===== config.mk =====
export PLATFORM = sky130hd
export DESIGN_NAME = cmh_extractor
export DESIGN_NICKNAME = d
export VERILOG_FILES = /design/src/rtl/cmh_pkg.sv /design/src/rtl/cmh_hdr_latch.sv /design/src/rtl/cmh_realign.sv /design/src/rtl/cmh_extractor.sv
export SDC_FILE = /design/constraint.sdc
export NUM_CORES = 1
export LEC_CHECK = 0
export BUFFER_PORTS_ARGS = -buffer_cell sky130_fd_sc_hd__clkbuf_2
export CAP_MARGIN = 15
export CORE_UTILIZATION = 38
export DETAILED_ROUTE_END_ITERATION = 8
export PLACE_DENSITY = 0.8
export SETUP_SLACK_MARGIN = 0.5
export SLEW_MARGIN = 20
export SYNTH_ARGS = -nofsm -noshare
export SYNTH_HDL_FRONTEND = slang
export SYNTH_SLANG_ARGS = --single-unit

===== constraint.sdc =====
create_clock -name clk -period 1.44 [get_ports clk]
set_clock_uncertainty 0.1 [all_clocks]
set_input_delay 0.288 -clock clk [delete_from_list [all_inputs] [get_ports clk]]
set_output_delay 0.288 -clock clk [all_outputs]
set_load 0.03 [all_outputs]

===== src/rtl/cmh_pkg.sv =====
package cmh_pkg;
    localparam int WORD_W     = 64;
    localparam int BYTES      = WORD_W / 8;
    localparam int HALF_W     = WORD_W / 2;
    localparam int HALF_BYTES = BYTES / 2;
    localparam int EMPTY_W    = $clog2(BYTES);

    // Header layout, most significant bit first on the wire.
    typedef struct packed {
        logic       dir;
        logic [2:0] ver;
        logic [3:0] filt;
        logic [7:0] frame;
        logic [3:0] sub;
        logic [5:0] slot;
        logic [5:0] sym;
    } chdr_t;

    // Empty count after the stream has been shifted by half a word.
    function automatic logic [EMPTY_W-1:0] shift_empty(input logic [EMPTY_W-1:0] e);
        return e + EMPTY_W'(HALF_BYTES);
    endfunction

    // True when the last word's valid bytes fit in the held half.
    function automatic logic tail_fits(input logic [EMPTY_W-1:0] e);
        return e >= EMPTY_W'(HALF_BYTES);
    endfunction
endpackage


===== src/rtl/cmh_hdr_latch.sv =====
module cmh_hdr_latch
    import cmh_pkg::*;
#(
    parameter logic [2:0] VER_EXPECT = 3'd1
) (
    input  logic              clk,
    input  logic              rst,
    input  logic              load,
    input  logic [HALF_W-1:0] hdr_word,
    input  logic              ctrl_in,
    output chdr_t             hdr_q,
    output logic              ctrl_q,
    output logic              ver_bad_now,
    output logic              ver_bad_q
);
    chdr_t hdr_now;

    always_comb begin
        hdr_now     = chdr_t'(hdr_word);
        ver_bad_now = (hdr_now.ver != VER_EXPECT);
    end

    always_ff @(posedge clk) begin
        if (rst) begin
            hdr_q     <= '0;
            ctrl_q    <= 1'b0;
            ver_bad_q <= 1'b0;
        end else if (load) begin
            hdr_q     <= hdr_now;
            ctrl_q    <= ctrl_in;
            ver_bad_q <= ver_bad_now;
        end
    end
endmodule


===== src/rtl/cmh_realign.sv =====
module cmh_realign
    import cmh_pkg::*;
(
    input  logic               clk,
    input  logic               rst,
    input  logic               in_valid,
    output logic               in_ready,
    input  logic [WORD_W-1:0]  in_data,
    input  logic               in_sop,
    input  logic               in_eop,
    input  logic [EMPTY_W-1:0] in_empty,
    input  logic               in_err,
    input  logic               ver_bad_now,
    input  logic               ver_bad_q,
    output logic               out_valid,
    input  logic               out_ready,
    output logic [WORD_W-1:0]  out_data,
    output logic               out_sop,
    output logic               out_eop,
    output logic [EMPTY_W-1:0] out_empty,
    output logic               out_err,
    output logic               hdr_load,
    output logic               short_pulse
);
    logic               in_pkt;
    logic               first_out;
    logic [HALF_W-1:0]  hold_lo;
    logic               flush_pend;
    logic [EMPTY_W-1:0] flush_empty;
    logic               flush_err;

    logic fire_in, mid, tail_here;

    always_comb begin
        in_ready  = !flush_pend && (in_sop || !in_pkt || out_ready);
        fire_in   = in_valid && in_ready;
        mid       = in_valid && in_pkt && !in_sop;
        tail_here = mid && in_eop && tail_fits(in_empty);
        hdr_load  = fire_in && in_sop;

        out_valid = flush_pend || mid;
        out_sop   = first_out;
        out_eop   = flush_pend || tail_here;
        if (flush_pend) begin
            out_data  = {hold_lo, {HALF_W{1'b0}}};
            out_empty = flush_empty;
            out_err   = flush_err;
        end else begin
            out_data  = {hold_lo, in_data[WORD_W-1:HALF_W]};
            out_empty = tail_here ? shift_empty(in_empty) : '0;
            out_err   = tail_here && (in_err || ver_bad_q);
        end
    end

    always_ff @(posedge clk) begin
        if (rst) begin
            in_pkt      <= 1'b0;
            first_out   <= 1'b0;
            hold_lo     <= '0;
            flush_pend  <= 1'b0;
            flush_empty <= '0;
            flush_err   <= 1'b0;
            short_pulse <= 1'b0;
        end else begin
            short_pulse <= 1'b0;
            if (flush_pend && out_ready) begin
                flush_pend <= 1'b0;
                first_out  <= 1'b0;
            end
            if (fire_in) begin
                hold_lo <= in_data[HALF_W-1:0];
                if (in_sop) begin
                    first_out <= 1'b1;
                    in_pkt    <= !in_eop;
                    if (in_eop) begin
                        if (tail_fits(in_empty)) begin
                            short_pulse <= 1'b1;
                            first_out   <= 1'b0;
                        end else begin
                            flush_pend  <= 1'b1;
                            flush_empty <= shift_empty(in_empty);
                            flush_err   <= in_err || ver_bad_now;
                        end
                    end
                end else if (in_pkt) begin
                    first_out <= 1'b0;
                    if (in_eop) begin
                        in_pkt <= 1'b0;
                        if (!tail_fits(in_empty)) begin
                            flush_pend  <= 1'b1;
                            flush_empty <= shift_empty(in_empty);
                            flush_err   <= in_err || ver_bad_q;
                        end
                    end
                end
            end
        end
    end
endmodule


===== src/rtl/cmh_extractor.sv =====
module cmh_extractor
    import cmh_pkg::*;
#(
    parameter logic [2:0] VER_EXPECT = 3'd1
) (
    input  logic               clk,
    input  logic               rst,
    input  logic               in_valid,
    output logic               in_ready,
    input  logic [WORD_W-1:0]  in_data,
    input  logic               in_sop,
    input  logic               in_eop,
    input  logic [EMPTY_W-1:0] in_empty,
    input  logic               in_err,
    input  logic               in_ctrl,
    output logic               out_valid,
    input  logic               out_ready,
    output logic [WORD_W-1:0]  out_data,
    output logic               out_sop,
    output logic               out_eop,
    output logic [EMPTY_W-1:0] out_empty,
    output logic               out_err,
    output logic               out_ctrl,
    output logic               hdr_dir,
    output logic [3:0]         hdr_filter,
    output logic [7:0]         hdr_frame,
    output logic [3:0]         hdr_subframe,
    output logic [5:0]         hdr_slot,
    output logic [5:0]         hdr_symbol,
    output logic               hdr_short
);
    chdr_t hdr_q;
    logic  hdr_load, ver_bad_now, ver_bad_q;

    cmh_hdr_latch #(.VER_EXPECT(VER_EXPECT)) u_latch (
        .clk        (clk),
        .rst        (rst),
        .load       (hdr_load),
        .hdr_word   (in_data[WORD_W-1:HALF_W]),
        .ctrl_in    (in_ctrl),
        .hdr_q      (hdr_q),
        .ctrl_q     (out_ctrl),
        .ver_bad_now(ver_bad_now),
        .ver_bad_q  (ver_bad_q)
    );

    cmh_realign u_align (
        .clk        (clk),
        .rst        (rst),
        .in_valid   (in_valid),
        .in_ready   (in_ready),
        .in_data    (in_data),
        .in_sop     (in_sop),
        .in_eop     (in_eop),
        .in_empty   (in_empty),
        .in_err     (in_err),
        .ver_bad_now(ver_bad_now),
        .ver_bad_q  (ver_bad_q),
        .out_valid  (out_valid),
        .out_ready  (out_ready),
        .out_data   (out_data),
        .out_sop    (out_sop),
        .out_eop    (out_eop),
        .out_empty  (out_empty),
        .out_err    (out_err),
        .hdr_load   (hdr_load),
        .short_pulse(hdr_short)
    );

    assign hdr_dir      = hdr_q.dir;
    assign hdr_filter   = hdr_q.filt;
    assign hdr_frame    = hdr_q.frame;
    assign hdr_subframe = hdr_q.sub;
    assign hdr_slot     = hdr_q.slot;
    assign hdr_symbol   = hdr_q.sym;
endmodule


==> results.yml <==
timing:
  fmax_mhz: 544
  final-setup-viol-count: 110
  drv_slew: 0
  min_period_ns: 1.84
  worst_pin_slew_ns: 0.795
  period_share_pct: 128
  hold_ws_ns: 0.0621
  fin_ws_ns: -0.398
  slew_headroom_pct: 46.9
  grt_setup_unrepaired: "yes"
  hold_viol: 0
cells_and_area:
  instances_no_fill: 705
  ff_latch_area_um2: 1530
  layout-area-overhead-vs-synth_pct: 140
  final_cell_mix: "103 x buf_8, 75 x clkbuf_2, 73 x nand2_1"
  fill_cells: 215
  largest_reg_flops: 32
  multi_input_area_um2: 2110
  top_regs: "u_align.hold_lo (32), u_latch.hdr_q (29), u_align.flush_empty (3)"
  drive_above_1_share_pct: 79.5
  final_common_cell: "buf_8"
  num_antenna_cells: 0
  fin_nets: 676
  largest-register: "u_align.hold_lo"
worst_setup_path:
  startpoint_type: "flip-flop"
  reg2reg_depth: 4
  worstPathArrival_ns: 1.45
  path_class: "reg2out"
  critPathCaptureType: "output pin"
  crit_fanout: 4
  crit_required_ns: 1.05
route:
  drc: 0
  vias_per_cell: 5.53
  ant_nets: 0
  dr.pass1.iters: 5
  vias: 3897
  drt-initial-drc-count: 207
  wirelength_um: 16300
  wl_per_cell_um: 23.1
global_route:
  antenna_found_initial: 0
  grt_pass1_vias: 3472
  grt_max_degree: 72
  globalRouteOverflowTotal: 0
  grt_pass1_wl_um: 17000
  grtUsageTotal_pct: 28.9
synthesis:
  yosysUniqueCellTypes: 24
  synth_nets: 442
  synth_area_um2: 2830
  yosys_most_used_dff: "dfxtp_1"
  synth_edf_count: 0
  avgSynthCellArea_um2: 7.70
  yosys.area.top_type: "dfxtp_1"
  synth_area_leaders: "dfxtp_1 50%, nand2_1 17%, a21oi_1 12%, nor2b_1 7.3%, nor2_1 2.5%"
  syn_inst: 367
  seq_area_frac_synth_pct: 50.3
  ys_warn_count: 0
  synthArstFlopShare_pct: 0
  netlist.area_leader.share_pct: 50.3
  ys_ff_latch: 71
cts:
  hold_buffers: 0
  tritoncts: "done"
  clock-root-buffer: "clkbuf_8"
  cts.clk_slew.worst_paths_ns: 0.09
  clock_sinks: 71
  clockBufferDepth: 2
  clkLatencyLatePin_ns: 0.35
  cts_inserted_buffers: 9
  h-tree-depth: 3
worst_hold_path:
  min_path_type: "in2reg"
  min_path_cells: 3
floorplan:
  pin_count: 178
  dieArea_um2: 7780
  initial_utilization_pct: 39.2
  die_x_um: 88.2
  fp-row-count: 31
  coreArea_um2: 7210
  die_h_um: 88.2
place:
  gp_congestion: 0.763
  port_buffers: 177
  dp_slack_ns: -0.497
  dp_hpwl_um: 5940
  dp.cells: 632
job:
  maxCapViolations: 0
status:
  violations: "setup timing"
  status: "finished, violations left"
power_and_ir_drop:
  p_total_mw: 5.62
  ir_drop_uv: 623
  power_density_nw_per_um2: 829
  leakagePower_nw: 3.14
-- final cells by class --
type                            count  area share [%]
Timing Repair Buffer              250            41.4
Clock buffer                       10            2.20
Inverter                            3           0.203
Multi-Input combinational cell    266            31.1
Clock inverter                      6           0.647
Sequential cell                    71            22.6
Tap cell                           99            1.83
-- synthesized netlist by cell type (2+ instances only) --
cell and count:
buf_2 10, mux2i_1 4, clkbuf_1 16, a21oi_1 66, nor2_2 2, nor2b_1 33, a211oi_1 3, and2_1 2
inv_1 3, dfxtp_1 71, nand2_1 126, nor2_1 19
-- metrics by stage --
stage	utilization [%]	setup TNS (ns)	cell area [um^2]
after CTS	81.4	-16.57	5870
after global placement	57.5	-21.05	4150
final	93.9	-26.11	6770
after floorplan	-	0	3150
after global routing	93.9	-31.04	6770
after detailed placement	57.5	-24.21	4150
-- per-layer routing --
layer | global-route usage [%] | up-vias | part of all wire, %
met5 | 0 | - | 0
met4 | 13.2 | 0 | 6.4
met3 | 5.88 | 98 | 8.0
met2 | 57.3 | 327 | 52
met1 | 28.4 | 1829 | 34
li1 | - | 1643 | -
-- cell families after synthesis --
| logic type | count (synthesis) | share of synthesized area [%] |
|---|---|---|
| simple gates | 191 | 30.6 |
| compound gates | 71 | 13.0 |
| flops | 71 | 50.3 |
| buf+inv | 30 | 4.69 |
| mux | 4 | 1.42 |
-- critical path: stages, from the launching register on --
cell	delay, ns
dfxtp_2	0.33
buf_6	0.11
nand3b_1	0.12
nor2_2	0.08
nor2_4	0.25
nor2_4	0.06
buf_8	0.14
-- worst paths after layout --
path                                         start             endpoint  slack (ns)
worst max register to register  u_align.flush_pend  u_align.hold_lo[22]       -0.33
worst min-delay path                    in_data[8]   u_align.hold_lo[8]        0.06
worst min register to register  u_align.hold_lo[5]   u_align.hold_lo[5]        0.39
worst max-delay path                u_align.in_pkt              out_err       -0.40
-- what timing repair did --
item,4_1_cts,5_1_grt
buffers inserted,17,29
resized for setup,335,231
gates cloned,7,4
setup endpoints to repair,174,174
pin swaps,36,70
-- power by group --
group | total, mW | internal, mW | switching (mW)
sequential | 2.19 | 2.07 | 0.115
combinational | 1.84 | 0.888 | 0.949
clock | 1.59 | 0.734 | 0.858
Power figures use the tool's default switching activity.
